**src/rtl/smul_pkg.sv**
```systemverilog
package smul_pkg;

  typedef enum logic [0:0] {
    ST_IDLE = 1'b0,
    ST_RUN  = 1'b1
  } smul_state_e;

endpackage

```
**src/rtl/smul_ctrl.sv**
```systemverilog
module smul_ctrl
  import smul_pkg::*;
#(
  parameter int W = 8
) (
  input  logic clk,
  input  logic rst_n,
  input  logic start,
  output logic busy,
  output logic load_evt,
  output logic step_evt,
  output logic last_evt
);

  localparam int CW = (W > 2) ? $clog2(W) : 1;
  localparam logic [CW-1:0] LAST_IDX = CW'(W - 1);

  smul_state_e state_q;
  logic [CW-1:0] step_q;

  assign busy     = (state_q == ST_RUN);
  assign load_evt = start && (state_q == ST_IDLE);
  assign step_evt = (state_q == ST_RUN);
  assign last_evt = step_evt && (step_q == LAST_IDX);

  always_ff @(posedge clk or negedge rst_n) begin
    if (!rst_n) begin
      state_q <= ST_IDLE;
      step_q  <= '0;
    end else if (load_evt) begin
      state_q <= ST_RUN;
      step_q  <= '0;
    end else if (last_evt) begin
      state_q <= ST_IDLE;
      step_q  <= '0;
    end else if (step_evt) begin
      step_q  <= step_q + 1'b1;
    end
  end

endmodule

```
**src/rtl/smul_addsub.sv**
```systemverilog
module smul_addsub #(
  parameter int AW = 16
) (
  input  logic [AW-1:0] acc,
  input  logic [AW-1:0] term,
  input  logic          negate,
  output logic [AW-1:0] sum
);

  // subtraction = add inverse plus one, one adder for both
  function automatic logic [AW-1:0] accumulate(
    input logic [AW-1:0] base,
    input logic [AW-1:0] t,
    input logic          neg
  );
    logic [AW-1:0] operand;
    operand = neg ? ~t : t;
    return base + operand + {{(AW-1){1'b0}}, neg};
  endfunction

  assign sum = accumulate(acc, term, negate);

endmodule

```
**src/rtl/smul_dp.sv**
```systemverilog
module smul_dp #(
  parameter int W = 8
) (
  input  logic            clk,
  input  logic            rst_n,
  input  logic            load_evt,
  input  logic            step_evt,
  input  logic            last_evt,
  input  logic [W-1:0]    mcand_in,
  input  logic [W-1:0]    mplier_in,
  input  logic [2*W-1:0]  sum,
  output logic [2*W-1:0]  acc,
  output logic [2*W-1:0]  term,
  output logic            add_en,
  output logic            neg_en,
  output logic [2*W-1:0]  product,
  output logic            done
);

  localparam int PW = 2 * W;

  function automatic logic [PW-1:0] sext(input logic [W-1:0] v);
    return {{W{v[W-1]}}, v};
  endfunction

  logic [PW-1:0] mcand_q;
  logic [W-1:0]  mplier_q;
  logic [PW-1:0] acc_q;
  logic [PW-1:0] acc_next;

  assign add_en   = step_evt && mplier_q[0];
  assign neg_en   = add_en && last_evt;
  assign acc      = acc_q;
  assign term     = mcand_q;
  assign acc_next = add_en ? sum : acc_q;

  always_ff @(posedge clk or negedge rst_n) begin
    if (!rst_n) begin
      mcand_q  <= '0;
      mplier_q <= '0;
      acc_q    <= '0;
    end else if (load_evt) begin
      mcand_q  <= sext(mcand_in);
      mplier_q <= mplier_in;
      acc_q    <= '0;
    end else if (step_evt) begin
      mcand_q  <= mcand_q << 1;
      mplier_q <= mplier_q >> 1;
      acc_q    <= acc_next;
    end
  end

  always_ff @(posedge clk or negedge rst_n) begin
    if (!rst_n) begin
      product <= '0;
      done    <= 1'b0;
    end else begin
      done <= last_evt;
      if (last_evt) product <= acc_next;
    end
  end

endmodule

```
**src/rtl/smul_seq.sv**
```systemverilog
module smul_seq #(
  parameter int W = 8
) (
  input  logic             clk,
  input  logic             rst_n,
  input  logic             start,
  input  logic [W-1:0]     mcand_in,
  input  logic [W-1:0]     mplier_in,
  output logic             busy,
  output logic             done,
  output logic [2*W-1:0]   product
);

  localparam int PW = 2 * W;

  logic          load_evt;
  logic          step_evt;
  logic          last_evt;
  logic          add_en;
  logic          neg_en;
  logic [PW-1:0] acc;
  logic [PW-1:0] term;
  logic [PW-1:0] sum;

  smul_ctrl #(.W(W)) i_ctrl (
    .clk      (clk),
    .rst_n    (rst_n),
    .start    (start),
    .busy     (busy),
    .load_evt (load_evt),
    .step_evt (step_evt),
    .last_evt (last_evt)
  );

  smul_dp #(.W(W)) i_dp (
    .clk       (clk),
    .rst_n     (rst_n),
    .load_evt  (load_evt),
    .step_evt  (step_evt),
    .last_evt  (last_evt),
    .mcand_in  (mcand_in),
    .mplier_in (mplier_in),
    .sum       (sum),
    .acc       (acc),
    .term      (term),
    .add_en    (add_en),
    .neg_en    (neg_en),
    .product   (product),
    .done      (done)
  );

  smul_addsub #(.AW(PW)) i_addsub (
    .acc    (acc),
    .term   (term),
    .negate (neg_en),
    .sum    (sum)
  );

endmodule

```
**config.mk**
```make
export PLATFORM = sky130hd
export DESIGN_NAME = smul_seq
export DESIGN_NICKNAME = d
export VERILOG_FILES = /design/src/rtl/smul_pkg.sv /design/src/rtl/smul_ctrl.sv /design/src/rtl/smul_addsub.sv /design/src/rtl/smul_dp.sv /design/src/rtl/smul_seq.sv
export SDC_FILE = /design/constraint.sdc
export NUM_CORES = 1
export LEC_CHECK = 0
export BUFFER_PORTS_ARGS = -buffer_cell sky130_fd_sc_hd__clkbuf_2
export CAP_MARGIN = 20
export CORE_UTILIZATION = 30
export DETAILED_ROUTE_END_ITERATION = 7
export PLACE_DENSITY_LB_ADDON = 0.05
export SLEW_MARGIN = 10
export SYNTH_ARGS = -nofsm -noshare
export SYNTH_HDL_FRONTEND = slang
export SYNTH_HIERARCHICAL = 1
export SYNTH_SLANG_ARGS = --single-unit
```
**constraint.sdc**
```tcl
create_clock -name clk -period 9.3 [get_ports clk]
set_clock_uncertainty 0.05 [all_clocks]
set_input_delay 1.86 -clock clk [delete_from_list [all_inputs] [get_ports clk]]
set_output_delay 1.86 -clock clk [all_outputs]
set_load 0.03 [all_outputs]
```
==> results.md, run 1 <==
* Status: finished, violations left
* Failing checks: design-rule violations
* CTS tree: built
* Reg2reg setup slack at 4830 ps
* WP data required at 9500 ps
* Die width at 111 um
* Port bufs at 36
* FP Rows at 39
* WS Path Type: reg -> reg
* Clock Latency Late Sink at 330 ps
* Worst path max stage delay at 780 ps
* Area grow syn2layout at 16.9%
* RSZ-0062 raised after global routing: no
* DR vias at 2,586
* PwrDens at 391 mW/mm2
* Root buf cell: clkbuf_16
* CP max-delay cell: and3_1
* TritonRoute pass-1 iters at 6
* Area taken by multi-input logic gates at 0.00188 mm2
* Largest net degree at the start of global routing at 65
* Sequential cell area at 0.00153 mm2
* IO Pins at 37
* Vias in the first global route at 2,602
* Hpwl dp at 5220 um
* WP buf/inv at 2
* Postcts setup bufs at 0
* First-pass GRT wire length at 13,600 um
* RePlAce Congestion at 0.799
* Area of the core at 0.0115 mm2
* Resized Gates After CTS at 0
* Final Cycle Share at 48.1%
* CP Launch Point: i_ctrl/busy$_DFFE_PN0P_
* Post-CTS Hold Fix Bufs at 0
* VDD IR max at 133 uV
* Instance count on the critical path at 13
* Hold path depth at 1
* Fin Setup TNS at 0 ps
* Avg Inst Size Synth at 10.2 um2
* Effective utilization at floorplan at 31.0%
* CP endpoint kind: flop
* Cells after Synth at 350
* Ratio of cells with drive above 1 in the final layout at 23.8%
* Largest delay share family, worst path: simple AND/OR/NAND/NOR gates
* Worst Tran Pin Value at 848 ps
* Crit path max fanout at 64
* Clock Pin Slew Worst Setup and Hold Paths at 50 ps
* Detailed Route WL at 7920 um
* CP cell instances: buf_4 -> and2_1 -> buf_4 -> and3_1 -> xor2_1 -> fa_1 -> a21oi_1 -> o21bai_1 -> a21oi_1 -> o21ai_0 -> xor2_1 -> nand3_1 -> a31oi_1
* N_diodes at 0
* Die Area at 0.0123 mm2
* Total global routing overflow at 0
* Vias per std cell at 4.93
* DRT iter0 DRCs at 108
* Worst Hold End: i_ctrl/step_q[2]$_DFFE_PN0P_
* H-tree levels at 3
* Total track usage at 14.1%
* HP Start: i_ctrl/step_q[2]$_DFFE_PN0P_
* Total CTS buffers at 9
* Warnings from Yosys at 6
* Post-route total power at 1630 uW
* Post-route DRC at 9
* Routed len/inst at 15.1 um
* Final Max Slew Viols at 0
* Max cap viols at 0
* Number of nets in the layout at 414
* Worst r2r src: i_ctrl/busy$_DFFE_PN0P_
* Reg-to-reg critical path endpoint: i_dp/product[14]$_DFFE_PN0P_
* Final Setup Violations at 0
* Sink Count at 61
* Fillers at 1,180
* Final ANT Viol Nets at 0
* Startpoint class of the critical path: flop
* Fin crit period at 4470 ps
* Pleak at 0.00200 uW
* Final hold violations at 0
* DIE HEIGHT at 111 um
* Finished Core Util at 36.2%
* WP data arrival at 4670 ps
* Max Fclk at 224 MHz
* Synthesized area at 0.00357 mm2
* Worst hold path type: reg -> reg
* Synthesized Nets at 387
* Worst r2r path cells at 13
* Headroom to the max-slew limit at 43.5%
* Longest Clk Path Bufs at 2
* Antenna violations before repair at 0
-- worst reg2reg max path: stages (launching register included) --
cell and delay [ps]:
dfrtp_2 330, buf_4 630, and2_1 220, buf_4 310, and3_1 800, xor2_1 270, fa_1 480, a21oi_1 210
o21bai_1 110, a21oi_1 300, o21ai_0 170, xor2_1 150, nand3_1 130, a31oi_1 220
-- cell type report --
type                       instances  area share [%]
timing repair buffer              41            5.70
clock buffer                      12            6.15
tap                              143            4.29
sequential                        61            36.6
multi-input combinational        260            45.2
inverter                           4           0.360
clock inverter                     4            1.68
-- power by group --
| group | switching, uW | internal, uW |
|---|---|---|
| Clock | 117 | 248 |
| Sequential | 92.5 | 384 |
| Combinational | 453 | 338 |
-- worst max-delay path by stage --
stage	end	slack (ps)
2_1_floorplan	i_dp/product[14]$_DFFE_PN0P_	5990
3_3_place_gp	i_dp/product[14]$_DFFE_PN0P_	4820
3_5_place_dp	i_dp/product[14]$_DFFE_PN0P_	4800
4_1_cts	i_dp/product[14]$_DFFE_PN0P_	4780
5_1_grt	i_dp/product[14]$_DFFE_PN0P_	4400
6_report	i_dp/product[14]$_DFFE_PN0P_	4830
-- cell usage in the layout, fill, tap and decap left out, types with 4 or more instances in the layout --
| master | n |
|---|---|
| mux2i_1 | 13 |
| clkbuf_2 | 36 |
| mux2_1 | 5 |
| inv_1 | 4 |
| a21oi_1 | 32 |
| a31oi_1 | 17 |
| xnor2_1 | 7 |
| a21bo_2 | 16 |
| dfrtp_1 | 60 |
| nand2_1 | 23 |
| ha_1 | 17 |
| buf_4 | 4 |
| o21ai_0 | 22 |
| xor2_1 | 24 |
| clkbuf_16 | 9 |
| nor2_1 | 23 |
| mux2_2 | 10 |
| nand3_1 | 18 |
-- metrics by stage --
stage	cell area, um2	hold WS, ps	setup WS [ps]	std cells
4_1_cts	4170	453	4780	525
2_1_floorplan	3570	416	5990	350
6_report	4170	446	4830	525
5_1_grt	4170	475	4400	525
3_5_place_dp	3840	440	4800	509
3_3_place_gp	3820	434	4820	508
-- registers in the layout, summed over array words and instances, names as in the netlist --
register and cells:
i_dp/acc 16, i_dp/product 16, i_dp/term 16, i_dp/mplier_q 8
i_ctrl/step_q 3, i_ctrl/busy 1, i_dp/done 1
-- layer usage --
layer / GRT usage, % / up-vias / part of all wire [%] / wire, um
met2: 20.5 / 39 / 43 / 3410
li1: - / 1310 / - / -
met5: 0 / - / 0 / 0
met1: 19.9 / 1228 / 52 / 4160
met3: 3.72 / 9 / 3.2 / 254
met4: 5.14 / 0 / 1.2 / 97
(Power assumes the default switching activity.)
==> inputs of run 2 (changes only) <==
==> constraint.sdc (replaced) <==
create_clock -name clk -period 3.9 [get_ports clk]
set_clock_uncertainty 0.05 [all_clocks]
set_input_delay 0.78 -clock clk [delete_from_list [all_inputs] [get_ports clk]]
set_output_delay 0.78 -clock clk [all_outputs]
set_load 0.03 [all_outputs]
==> run 2 against run 1 <==
Compared with the run above: the run still ends with design-rule violations left; first-iteration DRC count down 24%; highest routed layer unchanged; sequential share of layout area down 0.099 points; critical path depth up 1; flip-flop and latch count unchanged; largest power group unchanged; core utilization up 0.098 points; non-clock buffer count up 2; die area unchanged; register-to-register slack worse by 4400 ps; sequential power up 130%; worst hold slack better by 2.0 ps; final cell count up 0.38%; clock power rose to 2.5 times the previous value.
==> results.md, run 2 (synthesis results as in run 1) <==
* Sink Count at 61 (unchanged)
* Post-route DRC at 9 (unchanged)
* Port bufs at 36 (unchanged)
* WP data arrival at 3650 ps (-1020 ps)
* Final Max Slew Viols at 0 (unchanged)
* N_diodes at 0 (unchanged)
* Switching share of total power at 40.1% (-0.49 points)
* Root buf cell: clkbuf_16
* Routed len/inst at 15.1 um (+0.40%)
* Reg power frac at 28.2% (-1.0 points)
* Worst hold path type: reg -> reg
* Post-CTS Hold Fix Bufs at 0 (unchanged)
* Final Setup Violations at 0 (unchanged)
* Finished Core Util at 36.3% (+0.098 points)
* Startpoint class of the critical path: flop
* Worst Tran Pin Value at 901 ps (+53.1 ps)
* Switch Pwr at 1570 uW (+140%)
* Longest Clk Path Bufs at 2 (unchanged)
* Clock Pin Slew Worst Setup and Hold Paths at 50 ps (about the same)
* H-tree levels at 3 (unchanged)
* CP endpoint kind: flop
* Headroom to the max-slew limit at 39.9% (-3.5 points)
* Area grow syn2layout at 17.3%
* Die width at 111 um (unchanged)
* Antenna violations before repair at 0 (unchanged)
* Postcts setup bufs at 0 (unchanged)
* Pleak at 0.00200 uW (+0.29%)
* Reg2reg setup slack at 450 ps (-4380 ps)
* Fillers at 1,192 (+1.0%)
* VDD IR max at 255 uV (+93%)
* TritonRoute pass-1 iters at 8 (+2)
* Final hold violations at 0 (unchanged)
* DRT iter0 DRCs at 82 (-24%)
* Total CTS buffers at 9 (unchanged)
* Vias in the first global route at 2,667 (+2.5%)
* Fin crit period at 3450 ps (-1020 ps)
* Clock Latency Late Sink at 340 ps (about the same)
* Max cap viols at 0 (unchanged)
* Comb power frac at 48.2% (-0.3 points)
* Failing checks: design-rule violations
* Commonest non-fill, non-tap cell in the layout: dfrtp_1
* Fin Setup TNS at 0 ps (unchanged)
* Number of nets in the layout at 416 (+0.48%)
* Detailed Route WL at 7980 um (+0.78%)
* Ratio of cells with drive above 1 in the final layout at 24.2% (+0.40 points)
* Largest net degree at the start of global routing at 46 (-29%)
* Max Fclk at 290 MHz (+30%)
* WS Path Type: reg -> reg
* Hold slack at 448 ps (+1.97 ps)
* Post-route total power at 3920 uW (+140%)
* CTS tree: built
* Final ANT Viol Nets at 0 (unchanged)
* Crit path max fanout at 16 (-75%)
* Effective utilization at floorplan at 31.0% (unchanged)
* Total global routing overflow at 0 (unchanged)
* Commonest non-fill, non-tap cells in the layout: dfrtp_1, clkbuf_2, a21oi_1
* Hpwl dp at 5530 um (+6.0%)
* RePlAce Congestion at 0.757 (-5.3%)
* DR vias at 2,588 (+0.077%)
* FP Rows at 39 (unchanged)
* Vias per std cell at 4.91 (-0.30%)
* Placed insts at 511 (+0.39%)
* Cell Int Power at 2350 uW (+140%)
* Area of the core at 0.0115 mm2 (unchanged)
* WP data required at 4100 ps (-5400 ps)
* Status: finished, violations left
* First-pass GRT wire length at 13,600 um (+0.61%)
* Clk pwr share at 23.6% (+1.2 points)
* Total track usage at 14.3% (+0.20 points)
* Final Cycle Share at 88.5% (+40 points)
* Finished Layout Cells at 527 (+0.38%)
* IO Pins at 37 (unchanged)
* PwrDens at 937 mW/mm2 (+140%)
* DIE HEIGHT at 111 um (unchanged)
* RSZ-0062 raised after global routing: no
* Die Area at 0.0123 mm2 (unchanged)
## run 2: cell count changes in the layout (fill, tap and decap cells not counted), sizes merged
cell and change:
buf +2, clkinv -1, bufinv +1
## run 2: power by group through the flow
stage / combinational, uW / sequential, uW / clock (uW)
finish: 1890 / 1110 / 923
global route: 2120 / 1150 / 975
CTS: 1920 / 1110 / 951
detailed placement: 1920 / 1120 / 0
global placement: 1920 / 1120 / 0
floorplan: 1370 / 1250 / 0
## run 2: through the flow
| step | worst slack, ps | instance area, um2 |
|---|---|---|
| finish | 450 | 4180 |
| global route | 212 | 4180 |
| CTS | 172 | 4180 |
| detailed placement | 190 | 3840 |
| global placement | 272 | 3840 |
| floorplan | 586 | 3570 |
## run 2: repair_timing
item	in CTS	in global routing
hold endpoints to repair	0	0
setup endpoints to repair	0	6
resized for setup	0	1
## run 2: layout make-up
class	count	area, um2	share of cell area (%)
multi-input combinational	260	1890	45.1
sequential	61	1530	36.5
clock buffer	12	246	5.89
timing repair buffer	43	233	5.57
tap	143	179	4.28
clock inverter	4	95.1	2.27
inverter	4	15.0	0.359
## run 2: routing by layer
layer	part of all wire [%]	up-vias	routed length, um	GRT usage [%]
met3	2.8	12	224	3.12
met5	0	-	0	0
li1	-	1322	-	-
met2	42	35	3310	20.6
met4	2.5	0	202	8.11
met1	53	1219	4240	19.7
## run 2: worst paths after layout
kind / cells after the start / start / to
worst max-delay path: 14 / i_ctrl/step_q[0]$_DFFE_PN0P_ / i_dp/product[14]$_DFFE_PN0P_
worst min-delay path: 1 / i_ctrl/step_q[2]$_DFFE_PN0P_ / i_ctrl/step_q[2]$_DFFE_PN0P_
worst max register to register: 14 / i_ctrl/step_q[0]$_DFFE_PN0P_ / i_dp/product[14]$_DFFE_PN0P_
worst min register to register: 1 / i_ctrl/step_q[2]$_DFFE_PN0P_ / i_ctrl/step_q[2]$_DFFE_PN0P_
max in group asynchronous: 2 / rst_n / i_ctrl/busy$_DFFE_PN0P_
min in group asynchronous: 1 / rst_n / i_dp/product[9]$_DFFE_PN0P_
## run 2: critical path, cell delays in order, from the launching register on
cell and delay (ps):
dfrtp_1 390, ha_1 200, ha_1 200, and2_1 150, and3_2 380, mux2i_2 300
inv_1 90, fa_1 410, a21oi_1 200, o21bai_1 110, a21oi_1 280, o21ai_0 160
xor2_1 140, nand3_1 110, a31oi_1 190
==> inputs of run 3 (changes only) <==
--- a/config.mk
+++ b/config.mk
@@ -13,5 +13,4 @@
 export SLEW_MARGIN = 10
 export SYNTH_ARGS = -nofsm -noshare
 export SYNTH_HDL_FRONTEND = slang
-export SYNTH_HIERARCHICAL = 1
 export SYNTH_SLANG_ARGS = --single-unit
==> run 3 against run 2 <==
Compared with the run above: the flow now finishes without violations; clock power shrank 24%; core utilization is 0.32 points higher; critical path depth down 1; sequential share of layout area increased by 1.7 points; wire length is 5.2% higher; combinational power shrank 14%; first-iteration DRC count up 11%; die area decreased by 5.3%; global-route usage grew 1.9 points; non-clock buffer count is 3 higher; final area down 4.6%; worst hold slack got worse by 20 ps; critical endpoint is now i_dp.acc[15]$_DFFE_PN0P_; highest routed layer unchanged.
==> results.md, run 3 <==
* Post-route DRC at 0 (-9)
* Total global routing overflow at 0 (unchanged)
* Flops & latches, synth at 61
* Worst Tran Pin Value at 800 ps (-101 ps)
* RePlAce Congestion at 0.808 (+6.7%)
* Commonest non-fill, non-tap cells in the layout: nand2_1, dfrtp_1, o21ai_0
* Avg Inst Size Synth at 9.39 um2 (-7.8%)
* Sink Count at 61 (unchanged)
* Max Fclk at 273 MHz (-5.9%)
* Cell Int Power at 1960 uW (-17%)
* WS Path Type: reg -> reg
* Met3 WL at 230 um (+2.7%)
* Post-synth EDFFs at 0
* Final Setup Violations at 0 (unchanged)
* TritonRoute pass-1 iters at 4 (-4)
* Worst hold path type: reg -> reg
* Postcts setup bufs at 0 (unchanged)
* Post-synth cell types at 41
* Hpwl dp at 6000 um (+8.5%)
* Headroom to the max-slew limit at 46.7% (+6.7 points)
* Effective utilization at floorplan at 31.0% (about the same)
* Ys flop type: dfrtp_1
* CP Launch Point: i_ctrl.step_q[0]$_DFFE_PN0P_
* Vias in the first global route at 2,748 (+3.0%)
* Sequential cell area at 0.00153 mm2 (about the same)
* DRT iter0 DRCs at 91 (+11%)
* Placed Area at 0.00375 mm2 (-2.4%)
* IO Pins at 37 (unchanged)
* Met2 wire length at 3660 um (+11%)
* Sequential area share after synthesis at 45.3%
* Finished Core Util at 36.6% (+0.32 points)
* DR vias at 2,698 (+4.3%)
* Synthesized Nets at 397 (+2.6%)
* Number of nets in the layout at 436 (+4.8%)
* Crit path max fanout at 12 (-4)
* Vias per std cell at 4.97 (+1.2%)
* Synthesized area at 0.00337 mm2 (-5.4%)
* Status: completed
* WP buf/inv at 1 (unchanged)
* Longest Clk Path Bufs at 2 (unchanged)
* CP max-delay cell: or4b_4
* Fin Setup TNS at 0 ps (unchanged)
* Post-route total power at 3420 uW (-13%)
* Final ANT Viol Nets at 0 (unchanged)
* Die width at 108 um (-2.7%)
* Pleak at 0.00200 uW (about the same)
* CTS tree: built
* Commonest non-fill, non-tap cell in the layout: nand2_1
* Total track usage at 16.1% (+1.9 points)
* Final Max Slew Viols at 0 (unchanged)
* Resized Gates After CTS at 0 (unchanged)
* H-tree levels at 3 (unchanged)
* Clock Latency Late Sink at 350 ps (about the same)
* Simple-Gate Fraction of Synth Area at 13.2%
* FP Rows at 38 (-2.6%)
* Final Cycle Share at 94.0% (+5.5 points)
* WP data arrival at 3880 ps (+230 ps)
* Largest family of logic cells by synthesized area: compound AO/OA/AOI/OAI gates
* Area taken by multi-input logic gates at 0.00175 mm2 (-7.4%)
* Multiplexer share of the synthesized area at 4.75%
* Synth cell count leaders: nand2_1, dfrtp_1, o21ai_0, a21oi_1, xor2_1
* Adder-cell area share of the yosys netlist at 7.27%
* WP data required at 4120 ps (+20 ps)
* Post-CTS Hold Fix Bufs at 0 (unchanged)
* Synth top area cells: dfrtp_1, nand2_1, ha_1
* Startpoint class of the critical path: flop
* Routed len/inst at 15.5 um (+2.1%)
* Total CTS buffers at 9 (unchanged)
* PwrDens at 857 mW/mm2 (-8.6%)
* Fillers at 1,142 (-4.2%)
* Top cell by count, worst path: ha_1
* Top layer used by detailed routing: met4
* Leading area contributor after synthesis: dfrtp_1
* Fin crit period at 3670 ps (+216 ps)
* Wl on met1 at 4250 um (+0.33%)
* Detailed Route WL at 8390 um (+5.2%)
* Post-synth top area share at 45.3%
* Area grow syn2layout at 18.3%
* Worst r2r src: i_ctrl.step_q[0]$_DFFE_PN0P_
* RSZ-0062 raised after global routing: no
* Die Area at 0.0117 mm2 (-5.3%)
* N_diodes at 0 (unchanged)
* Worst path max stage delay at 480 ps (+70 ps)
* Clock Pin Slew Worst Setup and Hold Paths at 70 ps (+20 ps)
* First-pass GRT wire length at 14,100 um (+3.2%)
* Area of the core at 0.0109 mm2 (-5.5%)
* Final hold violations at 0 (unchanged)
* Largest delay share family, worst path: simple AND/OR/NAND/NOR gates
* Post-Synth XOR/XNOR Area at 8.46%
* Warnings from Yosys at 0 (-6)
* Largest net degree at the start of global routing at 62 (+35%)
* Root buf cell: clkbuf_8
* Design area at 0.00399 mm2 (-4.6%)
* Comb power frac at 47.3% (-0.9 points)
* Reg power frac at 32.3% (+4.1 points)
* Dominant cell by count in the synthesized netlist: nand2_1
* Switching share of total power at 42.6% (+2.6 points)
* Post-synth ARST share at 100%
* Ratio of cells with drive above 1 in the final layout at 16.4% (-7.8 points)
* Port bufs at 36 (unchanged)
* Max cap viols at 0 (unchanged)
* DIE HEIGHT at 108 um (-2.7%)
* VDD IR max at 224 uV (-12%)
* Switch Pwr at 1460 uW (-7.2%)
* Cells after Synth at 359 (+2.6%)
* Clk pwr share at 20.4% (-3.2 points)
* Synth Area in Compound Gates at 18.1%
* HP Start: i_dp.product[0]$_DFFE_PN0P_
* CP endpoint kind: flop
* Antenna violations before repair at 0 (unchanged)
* CP cell instances: ha_1 -> ha_1 -> and3_2 -> buf_12 -> xor2_1 -> ha_1 -> a21oi_1 -> nor2_1 -> or4b_4 -> a221oi_2 -> xnor3_1 -> or3_1 -> o21ai_0
[run 3: logic make-up (layout without fill, tap and decap cells)]
family / count (synthesis) / count (layout)
and+or+nand+nor: 104 / 104
buffers and inverters: 27 / 71
AOI/OAI and AO/OA: 101 / 101
DFF: 61 / 61
xor gates and xnor gates: 31 / 31
muxes: 16 / 16
adders and majority gates: 19 / 19
[run 3: power by group through the flow]
| stage | logic, uW | clock network [uW] | registers [uW] |
|---|---|---|---|
| 2_1_floorplan | 1060 | 0 | 1220 |
| 3_3_place_gp | 1640 | 0 | 1120 |
| 3_5_place_dp | 1630 | 0 | 1120 |
| 4_1_cts | 1640 | 722 | 1110 |
| 5_1_grt | 1820 | 745 | 1140 |
| 6_report | 1620 | 699 | 1100 |
[run 3: worst register-to-register path, delay by kind of cell, from the launching register on]
family                     cells  cell delay, ps
adders and majority gates      3             780
buffers and inverters          1             180
xor gates and xnor gates       2             430
and+or+nand+nor                4            1100
DFF                            1             390
AOI/OAI and AO/OA              3             650
[run 3: cell type report]
class / count / share of cell area, %
inverter: 9 / 0.847
clock buffer: 12 / 3.64
tap: 140 / 4.39
timing repair buffer: 46 / 6.71
multi-input combinational: 271 / 43.8
clock inverter: 4 / 2.38
sequential: 61 / 38.3
[run 3: metrics by stage]
step           hold slack, ps  worst slack, ps  instances
5_1_grt                   465             36.1        543
3_5_place_dp              421              195        527
4_1_cts                   437              183        543
3_3_place_gp              413              288        527
2_1_floorplan             402             91.9        359
6_report                  428              234        543
[run 3: metal layers]
metal / GRT usage (%) / vias up
li1: - / 1339
met1: 21.6 / 1298
met2: 24.6 / 47
met3: 2.89 / 14
met4: 8.90 / 0
met5: 0 / -
[run 3: worst paths after layout]
check                                                    to  slack (ps)  cells after the start
worst max-delay path               i_dp.acc[15]$_DFFE_PN0P_         230                     13
worst min-delay path            i_dp.product[0]$_DFFE_PN0P_         430                      2
worst max register to register     i_dp.acc[15]$_DFFE_PN0P_         230                     13
worst min register to register  i_dp.product[0]$_DFFE_PN0P_         430                      2
max in group asynchronous         i_dp.term[14]$_DFFE_PN0P_        2720                      2
min in group asynchronous               i_dp.done$_DFF_PN0_         550                      2
